===== config.mk =====
export PLATFORM = sky130hd
export DESIGN_NAME = doorbell_mbox
export DESIGN_NICKNAME = d
export VERILOG_FILES = /design/src/rtl/mbox_pkg.sv /design/src/rtl/mbox_decode.sv /design/src/rtl/mbox_channel.sv /design/src/rtl/mbox_rdata.sv /design/src/rtl/doorbell_mbox.sv
export SDC_FILE = /design/constraint.sdc
export NUM_CORES = 1
export LEC_CHECK = 0
export ABC_AREA = 1
export CAP_MARGIN = 20
export CORE_ASPECT_RATIO = 0.8
export CORE_UTILIZATION = 34
export CTS_CLUSTER_DIAMETER = 50
export DETAILED_ROUTE_END_ITERATION = 10
export DONT_BUFFER_PORTS = 1
export PLACE_DENSITY = 0.54
export SLEW_MARGIN = 15
export SYNTH_ARGS = -nofsm -noshare
export SYNTH_HDL_FRONTEND = slang
export SYNTH_SLANG_ARGS = --single-unit
export TNS_END_PERCENT = 100

===== constraint.sdc =====
create_clock -name clk_i -period 1 [get_ports clk_i]
set_input_delay 0.1 -clock clk_i [delete_from_list [all_inputs] [get_ports clk_i]]
set_output_delay 0.1 -clock clk_i [all_outputs]
set_load 0.02 [all_outputs]

===== src/rtl/mbox_pkg.sv =====
package mbox_pkg;
  localparam int unsigned NUM_CH  = 2;   // 0: peer-to-host, 1: host-to-peer
  localparam int unsigned OFS_SET = 'h08;
  localparam int unsigned OFS_CLR = 'h10;
endpackage


===== src/rtl/mbox_decode.sv =====
module mbox_decode
  import mbox_pkg::*;
#(
  parameter int unsigned ADDR_W = 12,
  parameter int unsigned DATA_W = 32,
  parameter logic [NUM_CH-1:0][ADDR_W-1:0] BASES = '0
) (
  input  logic                           req_i,
  input  logic                           we_i,
  input  logic                           secure_i,
  input  logic [ADDR_W-1:0]              addr_i,
  input  logic [DATA_W-1:0]              wdata_i,
  output logic [NUM_CH-1:0][DATA_W-1:0]  set_o,
  output logic [NUM_CH-1:0][DATA_W-1:0]  clr_o,
  output logic [NUM_CH-1:0]              ns_o,
  output logic [NUM_CH-1:0]              rd_o
);
  localparam logic [ADDR_W-1:0] SET_OFS = ADDR_W'(OFS_SET);
  localparam logic [ADDR_W-1:0] CLR_OFS = ADDR_W'(OFS_CLR);

  logic sec_wr, sec_rd, ns_req;
  assign sec_wr = req_i & we_i & secure_i;
  assign sec_rd = req_i & ~we_i & secure_i;
  assign ns_req = req_i & ~secure_i;

  for (genvar c = 0; c < NUM_CH; c++) begin : g_ch
    logic hit_stat, hit_set, hit_clr;
    assign hit_stat = (addr_i == BASES[c]);
    assign hit_set  = (addr_i == BASES[c] + SET_OFS);
    assign hit_clr  = (addr_i == BASES[c] + CLR_OFS);
    // top bit is not a slot: a set write never reaches it
    assign set_o[c] = (sec_wr & hit_set) ? {1'b0, wdata_i[DATA_W-2:0]} : '0;
    assign clr_o[c] = (sec_wr & hit_clr) ? wdata_i : '0;
    assign ns_o[c]  = ns_req & (hit_stat | hit_set | hit_clr);
    assign rd_o[c]  = sec_rd & hit_stat;
  end
endmodule


===== src/rtl/mbox_channel.sv =====
module mbox_channel #(
  parameter int unsigned DATA_W    = 32,
  parameter int unsigned NUM_PORTS = 2
) (
  input  logic                              clk_i,
  input  logic                              rst_ni,
  input  logic [NUM_PORTS-1:0][DATA_W-1:0]  set_i,
  input  logic [NUM_PORTS-1:0][DATA_W-1:0]  clr_i,
  input  logic [NUM_PORTS-1:0]              ns_i,
  output logic [DATA_W-1:0]                 set_all_o,
  output logic [DATA_W-1:0]                 clr_all_o,
  output logic [DATA_W-1:0]                 stat_o,
  output logic                              irq_o
);
  logic [DATA_W-1:0] stat_q, stat_d;
  logic              irq_q;

  always_comb begin
    set_all_o = '0;
    clr_all_o = '0;
    for (int p = 0; p < NUM_PORTS; p++) begin
      set_all_o = set_all_o | set_i[p];
      clr_all_o = clr_all_o | clr_i[p];
    end
    set_all_o[DATA_W-1] = set_all_o[DATA_W-1] | (|ns_i);
    // clear first, then set: set wins on collision
    stat_d = (stat_q & ~clr_all_o) | set_all_o;
  end

  always_ff @(posedge clk_i or negedge rst_ni) begin
    if (!rst_ni) begin
      stat_q <= '0;
      irq_q  <= 1'b0;
    end else begin
      stat_q <= stat_d;
      irq_q  <= |stat_q;
    end
  end

  assign stat_o = stat_q;
  assign irq_o  = irq_q;
endmodule


===== src/rtl/mbox_rdata.sv =====
module mbox_rdata
  import mbox_pkg::*;
#(
  parameter int unsigned DATA_W = 32
) (
  input  logic                           clk_i,
  input  logic                           rst_ni,
  input  logic [NUM_CH-1:0]              rd_i,
  input  logic [NUM_CH-1:0][DATA_W-1:0]  stat_i,
  output logic [DATA_W-1:0]              rdata_o
);
  logic [DATA_W-1:0] rd_d, rd_q;

  always_comb begin
    rd_d = '0;
    for (int c = 0; c < NUM_CH; c++) begin
      if (rd_i[c]) rd_d = rd_d | stat_i[c];
    end
  end

  always_ff @(posedge clk_i or negedge rst_ni) begin
    if (!rst_ni) rd_q <= '0;
    else         rd_q <= rd_d;
  end

  assign rdata_o = rd_q;
endmodule


===== src/rtl/doorbell_mbox.sv =====
module doorbell_mbox
  import mbox_pkg::*;
#(
  parameter int unsigned NUM_PORTS = 2,
  parameter int unsigned ADDR_W    = 12,
  parameter int unsigned DATA_W    = 32,
  parameter logic [ADDR_W-1:0] RX_BASE = 'h200,
  parameter logic [ADDR_W-1:0] TX_BASE = 'h300
) (
  input  logic                              clk_i,
  input  logic                              rst_ni,
  input  logic [NUM_PORTS-1:0]              req_i,
  input  logic [NUM_PORTS-1:0]              we_i,
  input  logic [NUM_PORTS-1:0]              secure_i,
  input  logic [NUM_PORTS-1:0][ADDR_W-1:0]  addr_i,
  input  logic [NUM_PORTS-1:0][DATA_W-1:0]  wdata_i,
  output logic [NUM_PORTS-1:0][DATA_W-1:0]  rdata_o,
  output logic [NUM_CH-1:0]                 irq_o
);
  localparam logic [NUM_CH-1:0][ADDR_W-1:0] BASES = {TX_BASE, RX_BASE};

  logic [NUM_PORTS-1:0][NUM_CH-1:0][DATA_W-1:0] dec_set, dec_clr;
  logic [NUM_PORTS-1:0][NUM_CH-1:0]             dec_ns, dec_rd;
  logic [NUM_CH-1:0][NUM_PORTS-1:0][DATA_W-1:0] ch_set, ch_clr;
  logic [NUM_CH-1:0][NUM_PORTS-1:0]             ch_ns;
  logic [NUM_CH-1:0][DATA_W-1:0]                stat_w, set_all_w, clr_all_w;
  logic [NUM_CH-1:0]                            ns_any_w;

  for (genvar p = 0; p < NUM_PORTS; p++) begin : g_port
    mbox_decode #(
      .ADDR_W (ADDR_W),
      .DATA_W (DATA_W),
      .BASES  (BASES)
    ) i_decode (
      .req_i    (req_i[p]),
      .we_i     (we_i[p]),
      .secure_i (secure_i[p]),
      .addr_i   (addr_i[p]),
      .wdata_i  (wdata_i[p]),
      .set_o    (dec_set[p]),
      .clr_o    (dec_clr[p]),
      .ns_o     (dec_ns[p]),
      .rd_o     (dec_rd[p])
    );

    mbox_rdata #(
      .DATA_W (DATA_W)
    ) i_rdata (
      .clk_i   (clk_i),
      .rst_ni  (rst_ni),
      .rd_i    (dec_rd[p]),
      .stat_i  (stat_w),
      .rdata_o (rdata_o[p])
    );

    for (genvar c = 0; c < NUM_CH; c++) begin : g_xpose
      assign ch_set[c][p] = dec_set[p][c];
      assign ch_clr[c][p] = dec_clr[p][c];
      assign ch_ns[c][p]  = dec_ns[p][c];
    end
  end

  for (genvar c = 0; c < NUM_CH; c++) begin : g_chan
    assign ns_any_w[c] = |ch_ns[c];

    mbox_channel #(
      .DATA_W    (DATA_W),
      .NUM_PORTS (NUM_PORTS)
    ) i_channel (
      .clk_i     (clk_i),
      .rst_ni    (rst_ni),
      .set_i     (ch_set[c]),
      .clr_i     (ch_clr[c]),
      .ns_i      (ch_ns[c]),
      .set_all_o (set_all_w[c]),
      .clr_all_o (clr_all_w[c]),
      .stat_o    (stat_w[c]),
      .irq_o     (irq_o[c])
    );
  end
endmodule


==> results of run 1 <==
final cells by class:
| class | count | area, um2 |
|---|---|---|
| fill | 1954 | 10800 |
| timing repair buffer | 237 | 2270 |
| clock inverter | 14 | 223 |
| multi-input combinational | 538 | 3310 |
| antenna | 2 | 5.00 |
| inverter | 81 | 304 |
| clock buffer | 18 | 429 |
| tap | 269 | 337 |
| sequential | 130 | 3270 |
repair_timing:
item                                   CTS  global route
setup buffers                            2             4
setup endpoints to repair                2            20
pin swaps                                0             4
gates resized for setup                  4            23
endpoints found under the hold margin  194           130
critical path, stage by stage (launching register included):
cell                      delay (ns)
sky130_fd_sc_hd__dfrtp_1        0.39
sky130_fd_sc_hd__inv_2          0.07
sky130_fd_sc_hd__nand4_1        0.13
sky130_fd_sc_hd__nor2_1         0.15
sky130_fd_sc_hd__buf_4          0.15
sky130_fd_sc_hd__nand4_1        0.16
logic make-up (layout without fill, tap and decap cells):
| group | count (synthesis) | after routing | share of synthesized area |
|---|---|---|---|
| DFF | 130 | 130 | 0.441 |
| buffers and inverters | 175 | 350 | 0.117 |
| and+or+nand+nor | 474 | 474 | 0.372 |
| other | 0 | 2 | 0 |
| AOI/OAI and AO/OA | 64 | 64 | 0.0704 |
power groups by stage:
| stage | sequential (uW) | combinational, uW | clock, uW |
|---|---|---|---|
| floorplan | 5380 | 327 | 0 |
| global placement | 5390 | 522 | 0 |
| detailed placement | 5390 | 526 | 0 |
| CTS | 5290 | 868 | 7160 |
| global route | 5290 | 943 | 7380 |
| finish | 5290 | 891 | 7020 |
cell usage in the layout, fill, tap and decap left out, types with 12 or more instances in the layout:
cell and n:
sky130_fd_sc_hd__nand4_1 270, sky130_fd_sc_hd__buf_12 26, sky130_fd_sc_hd__buf_4 144, sky130_fd_sc_hd__inv_1 69, sky130_fd_sc_hd__nor2_1 16, sky130_fd_sc_hd__nand3_1 138, sky130_fd_sc_hd__dlygate4sd3_1 67, sky130_fd_sc_hd__clkbuf_16 17
sky130_fd_sc_hd__dfrtp_1 113, sky130_fd_sc_hd__nand2_1 24, sky130_fd_sc_hd__o22ai_1 45, sky130_fd_sc_hd__inv_2 12, sky130_fd_sc_hd__nor2_4 13, sky130_fd_sc_hd__dfrtp_2 17, sky130_fd_sc_hd__o22ai_2 19
metal layers:
layer  GRT usage  up-vias  wire (um)
met5           0        -          0
met4      0.0550        0        257
met3      0.0502       21       1690
met2       0.356      350      11600
met1       0.331     3770      11700
li1            -     3555          -
sequential cells by signal (all words and copies together), names as in the netlist:
signal / count
g_chan.i_channel.stat_o: 64
g_port.i_rdata.rdata_o: 64
g_chan.i_channel.irq_o: 2
worst max-delay path by stage:
stage | slack (ns) | endpoint | cells after the start
detailed placement | -0.27 | g_chan[1].i_channel.stat_o[21] | 8
floorplan | -0.008 | g_chan[0].i_channel.stat_o[0] | 8
global route | -0.24 | g_chan[0].i_channel.irq_o | 5
global placement | -0.23 | g_chan[0].i_channel.irq_o | 5
finish | -0.22 | g_chan[0].i_channel.irq_o | 5
CTS | -0.20 | g_chan[0].i_channel.irq_o | 5
through the flow:
step / setup WS (ns) / cell area (um2) / cells / utilization / power, uW
6_report: -0.220 / 10200 / 1289 / 0.484 / 13200
5_1_grt: -0.245 / 10200 / 1289 / 0.484 / 13600
4_1_cts: -0.198 / 10100 / 1284 / 0.481 / 13300
3_5_place_dp: -0.270 / 8770 / 1183 / 0.418 / 5920
3_3_place_gp: -0.228 / 8770 / 1183 / 0.418 / 5910
2_1_floorplan: -0.00833 / 7420 / 843 / - / 5710
==> summary.txt, run 1 <==
Clock network
  – Total clock sinks: 130
  – Worst-path clk slew: 0.06 ns
  – Clock tree from TritonCTS: yes
  – Number of clock buffers inserted by TritonCTS: 17
  – Quantity of hold-fixing buffers added after cts: 67
  – CTS H-Tree Depth: 4
  – Buffers from clock root to sink, at most: 2
  – Cell at the root of the clock tree: sky130_fd_sc_hd__clkbuf_16
  – Clock latency on the worst-skew pair: 0.43 ns

Setup path
  – Start point of the critical path: g_chan[0].i_channel.stat_o[25]
  – Capture instance of the worst register-to-register path: g_chan[0].i_channel.irq_o
  – Beginning of the worst register-to-register path: g_chan[0].i_channel.stat_o[25]
  – Data arrival at the endpoint of the critical path: 1.47 ns
  – Top fanout value on the critical path: 2
  – Sort of element at the end of the critical path: flop
  – Required time at the worst-slack endpoint: 1.25 ns
  – Type of element launching the critical path: flop
  – Register-to-Register Setup Slack: -0.22 ns
  – Number of cells on the worst reg-to-reg path: 5
  – Type of the worst setup path: reg -> reg

Finish
  – Net count, final: 1101
  – Signed area change from the synthesized netlist to the final layout: 37.7%
  – Share of post-route cells with drive strength above 1: 0.270

Timing
  – Final setup skew: 0.0108 ns
  – Final-report hold violation count: 130
  – Post-layout min period: 1.22 ns
  – Highest achievable clock rate: 819 MHz
  – Worst hold slack: -0.624 ns
  – Normalized max-slew margin: 0.797
  – Pins Over Slew Limit: 0
  – Final setup vio count: 2
  – Fraction of the cycle the final worst path needs: 1.22
  – Final critical-path setup slack: -0.220 ns
  – Setup TNS after final layout: -0.326 ns
  – Transition at the pin with the smallest max-transition slack: 0.304 ns
  – Unrepaired setup endpoints after global routing: true

Routing
  – DR pass1 iterations: 5
  – Post-route antenna net violation count: 0
  – Average routed wire per standard cell: 19.6 um
  – Via Count: 7696
  – Number of remaining DRC errors: 0
  – Vias per std cell: 5.97
  – Number of DRC violations after detailed-routing iteration 0: 803
  – Total wire length: 25200 um

Logic synthesis
  – Summed instance area of the synthesized netlist: 7370 um2
  – Prevailing post-synth register cell: sky130_fd_sc_hd__dfrtp_1
  – Synthesized net count: 939
  – Post-synthesis async set-or-reset flop share: 1.00
  – Netlist cell types: 20
  – Area fraction of the dominant cell type after synthesis: 0.441
  – Warnings from Yosys: 0
  – Leading cell types by total area after synthesis: sky130_fd_sc_hd__dfrtp_1 44%, sky130_fd_sc_hd__nand4_1 23%, sky130_fd_sc_hd__nand3_1 9.4%
  – Mean area per synthesized cell: 8.75 um2
  – Proportion of synthesized chip area in sequential cells: 0.441
  – Leading post-synthesis cells by instance count: 270 x sky130_fd_sc_hd__nand4_1, 139 x sky130_fd_sc_hd__nand3_1, 130 x sky130_fd_sc_hd__dfrtp_1
  – Count of mapped cells out of synthesis: 843
  – Most repeated cell in the gate-level netlist after synthesis: sky130_fd_sc_hd__nand4_1
  – Post-synth EDFFs: 0
  – Post-synthesis sequential element count: 130
  – Largest area contributor in the synthesized netlist: sky130_fd_sc_hd__dfrtp_1

Power and ir drop
  – Flop pwr share: 0.401
  – Static leakage: 0.00415 uW
  – Part of the power in combinational logic: 0.067
  – Areal power density over the cells: 1300 nW/um2
  – Share of total power in the clock network: 0.532
  – Switching share of power: 0.234
  – Power dissipated by switching net loads: 3100 uW
  – Power Internal: 10100 uW
  – VDD IR-drop max: 0.827 mV

Place
  – Number of input and output port buffers inserted: 0
  – Global placer's final weighted congestion: 0.809
  – HPWL reported at the end of detailed placement: 16800 um

Global routing
  – Via count of the first global-routing pass: 7260
  – Number of antenna violations at the first check in global routing: 2
  – Maximum number of pins on one net before global-route repair: 131
  – Remaining Overflow, GRT: 0
  – Overall Global Routing Usage: 0.232
  – Wire length of the first global-routing pass: 40900 um

Floorplanning
  – Area of the die: 22300 um2
  – Std-Cell Rows: 47
  – Core Area: 21000 um2
  – Die Y-Extent: 134 um
  – Initial Util: 0.351
  – Ports: 162
  – Chip width: 167 um

Run status
  – Status: finished with violations
  – Violations in the final reports: negative hold slack, negative setup slack

Job
  – Maximum Capacitance Violations: 0

Worst hold path
  – Tightest Hold Check Type: in -> async
No activity file was read; power rests on OpenSTA's default activity.
==> run 2, diff against run 1 <==
Settings changed: ABC_AREA 1 to unset.
==> run 2 against run 1 <==
Net effect:
- the flow finishes with violations (design-rule violations, negative hold slack, negative setup slack)
- largest cell class is now sequential cells
- sequential cell count stayed put
- sequential power hardly changed
- setup slack worse by 0.21 ns
- critical path depth is 1 lower
- clock skew is 0.00052 ns higher
- wire length is 3.6% lower
- sequential share of layout area is 1.6 points higher
- cell count is 29% lower
==> summary.txt, run 2 <==
Run status
  – Status: finished with violations
  – Violations in the final reports: design-rule violations, negative hold slack, negative setup slack

Clock network
  – Clock latency on the worst-skew pair: 0.42 ns
  – Buffers from clock root to sink, at most: 2
  – Total clock sinks: 130
  – Clock tree from TritonCTS: yes
  – Worst-path clk slew: 0.06 ns
  – Number of clock buffers inserted by TritonCTS: 17
  – Cell at the root of the clock tree: sky130_fd_sc_hd__clkbuf_16
  – CTS H-Tree Depth: 4

Logic synthesis
  – Warnings from Yosys: 0
  – Summed instance area of the synthesized netlist: 6000 um2
  – Leading cell types by total area after synthesis: sky130_fd_sc_hd__dfrtp_1 54%, sky130_fd_sc_hd__a221o_1 11%, sky130_fd_sc_hd__a221oi_1 9.1%
  – Post-synthesis sequential element count: 130
  – Netlist cell types: 33
  – Count of mapped cells out of synthesis: 488
  – Largest area contributor in the synthesized netlist: sky130_fd_sc_hd__dfrtp_1
  – Prevailing post-synth register cell: sky130_fd_sc_hd__dfrtp_1
  – Most repeated cell in the gate-level netlist after synthesis: sky130_fd_sc_hd__dfrtp_1
  – Synthesized net count: 584
  – Area fraction of the dominant cell type after synthesis: 0.542
  – Post-synthesis async set-or-reset flop share: 1.00
  – Leading post-synthesis cells by instance count: 130 x sky130_fd_sc_hd__dfrtp_1, 65 x sky130_fd_sc_hd__inv_1, 64 x sky130_fd_sc_hd__a221o_1
  – Proportion of synthesized chip area in sequential cells: 0.542
  – Post-synth EDFFs: 0
  – Mean area per synthesized cell: 12.3 um2

Floorplanning
  – Ports: 162
  – Initial Util: 0.346
  – Std-Cell Rows: 43
  – Die Y-Extent: 121 um
  – Core Area: 17300 um2
  – Chip width: 151 um
  – Area of the die: 18200 um2

Timing
  – Setup TNS after final layout: -41.75 ns
  – Pins Over Slew Limit: 0
  – Final setup skew: 0.0113 ns
  – Normalized max-slew margin: 0.760
  – Unrepaired setup endpoints after global routing: true
  – Transition at the pin with the smallest max-transition slack: 0.357 ns
  – Final setup vio count: 130
  – Final critical-path setup slack: -0.431 ns
  – Post-layout min period: 1.43 ns
  – Worst hold slack: -0.621 ns
  – Fraction of the cycle the final worst path needs: 1.43
  – Final-report hold violation count: 130
  – Highest achievable clock rate: 699 MHz

Setup path
  – Type of the worst setup path: reg -> reg
  – Capture instance of the worst register-to-register path: g_chan[0].i_channel.irq_o
  – Beginning of the worst register-to-register path: g_chan[0].i_channel.stat_o[27]
  – Top fanout value on the critical path: 2
  – Sort of element at the end of the critical path: flop
  – Register-to-Register Setup Slack: -0.43 ns
  – Number of cells on the worst reg-to-reg path: 4
  – Required time at the worst-slack endpoint: 1.30 ns
  – Type of element launching the critical path: flop
  – Data arrival at the endpoint of the critical path: 1.73 ns
  – Start point of the critical path: g_chan[0].i_channel.stat_o[27]

Finish
  – Most frequent cells in the layout: 119 x sky130_fd_sc_hd__dfrtp_1, 90 x sky130_fd_sc_hd__dlygate4sd3_1, 81 x sky130_fd_sc_hd__buf_4
  – Most frequent standard cell in the layout excluding fill and tap cells: sky130_fd_sc_hd__dfrtp_1
  – Footprint of the flip-flops and latches: 3270 um2
  – Signed area change from the synthesized netlist to the final layout: 61.2%
  – Fill cell total of the finished layout: 1418
  – Antenna cells: 0
  – Area of the multi-input gates: 2870 um2
  – Final instance area: 9670 um2
  – Share of post-route cells with drive strength above 1: 0.379
  – Net count, final: 775

Routing
  – DR pass1 iterations: 8
  – Vias per std cell: 6.25
  – Post-route antenna net violation count: 0
  – Number of DRC violations after detailed-routing iteration 0: 544
  – Total wire length: 24300 um
  – Via Count: 5735
  – Average routed wire per standard cell: 26.5 um
  – Number of remaining DRC errors: 1

Power and ir drop
  – VDD IR-drop max: 1.04 mV
  – Static leakage: 0.00444 uW
  – Areal power density over the cells: 1360 nW/um2

Global routing
  – Maximum number of pins on one net before global-route repair: 131
  – Overall Global Routing Usage: 0.250
  – Wire length of the first global-routing pass: 33300 um
  – Remaining Overflow, GRT: 0
  – Number of antenna violations at the first check in global routing: 0
  – Via count of the first global-routing pass: 5633

Job
  – Maximum Capacitance Violations: 0

Place
  – Placement-stage cell area: 7260 um2
  – Number of input and output port buffers inserted: 0
  – Global placer's final weighted congestion: 0.772
  – HPWL reported at the end of detailed placement: 12200 um

Worst hold path
  – Tightest Hold Check Type: in -> async
## run 2: cell count changes after synthesis, moves of 22 or more
| cell | change |
|---|---|
| sky130_fd_sc_hd__a221o_1 | +64 |
| sky130_fd_sc_hd__a221oi_1 | +62 |
| sky130_fd_sc_hd__a22o_1 | +62 |
| sky130_fd_sc_hd__buf_2 | -23 |
| sky130_fd_sc_hd__nand2_1 | -22 |
| sky130_fd_sc_hd__nand3_1 | -136 |
| sky130_fd_sc_hd__nand4_1 | -262 |
| sky130_fd_sc_hd__o22ai_1 | -45 |
## run 2: final cells by class
class,instances,area share
inverter,65,0.0252
clock buffer,21,0.0497
sequential,130,0.338
clock inverter,11,0.0230
multi-input combinational,255,0.297
tap,225,0.0291
timing repair buffer,210,0.238
## run 2: logic make-up (layout without fill, tap and decap cells)
kind of cell / Yosys count / in the layout / share of synthesized area
AND/OR/NAND/NOR: 62 / 62 / 0.0843
AO/OA/AOI/OAI: 193 / 193 / 0.295
flip-flops: 130 / 130 / 0.542
buffers and inverters: 103 / 307 / 0.0782
## run 2: where the power goes
| part | internal [uW] | switching, uW |
|---|---|---|
| combinational | 303 | 218 |
| sequential | 5270 | 6.23 |
| clock | 4960 | 2390 |
## run 2: how the worst max path moves through the flow
stage	depth (start not counted)	slack, ns	end
finish	4	-0.43	g_chan[0].i_channel.irq_o
global route	4	-0.46	g_chan[0].i_channel.irq_o
CTS	4	-0.43	g_chan[1].i_channel.irq_o
detailed placement	6	-0.82	g_chan[0].i_channel.stat_o[19]
global placement	6	-0.77	g_chan[1].i_channel.stat_o[1]
floorplan	5	-0.73	g_port[0].i_rdata.rdata_o[10]
## run 2: critical path, cell delays in order, from the launching register on
cell	delay, ns
sky130_fd_sc_hd__dfrtp_1	0.41
sky130_fd_sc_hd__nor4_4	0.34
sky130_fd_sc_hd__buf_4	0.17
sky130_fd_sc_hd__nand4_1	0.10
sky130_fd_sc_hd__or2_4	0.29
## run 2: metrics by stage
stage          instances  total power [uW]   util  worst slack, ns  hold WS, ns
2_1_floorplan        488              5450      -           -0.727       -0.196
3_3_place_gp         772              5480  0.419           -0.771       -0.190
3_5_place_dp         772              5480  0.419           -0.822       -0.189
4_1_cts              885             13100  0.516           -0.427       -0.641
5_1_grt              917             13500  0.558           -0.459       -0.649
6_report             917             13100  0.558           -0.431       -0.621
## run 2: what timing repair did
item / 4_1_cts / 5_1_grt
pin swaps: 4 / 21
buffers inserted: 4 / 3
hold buffers: 72 / 18
cloned: 5 / 11
hold endpoints to repair: 194 / 141
endpoints found under the setup margin: 137 / 142
resized for setup: 26 / 49
## run 2: layer usage
| layer | global-route usage | wire, um |
|---|---|---|
| met2 | 0.374 | 11200 |
| met1 | 0.336 | 10200 |
| met5 | 0 | 0 |
| met4 | 0.0909 | 499 |
| met3 | 0.0811 | 2440 |
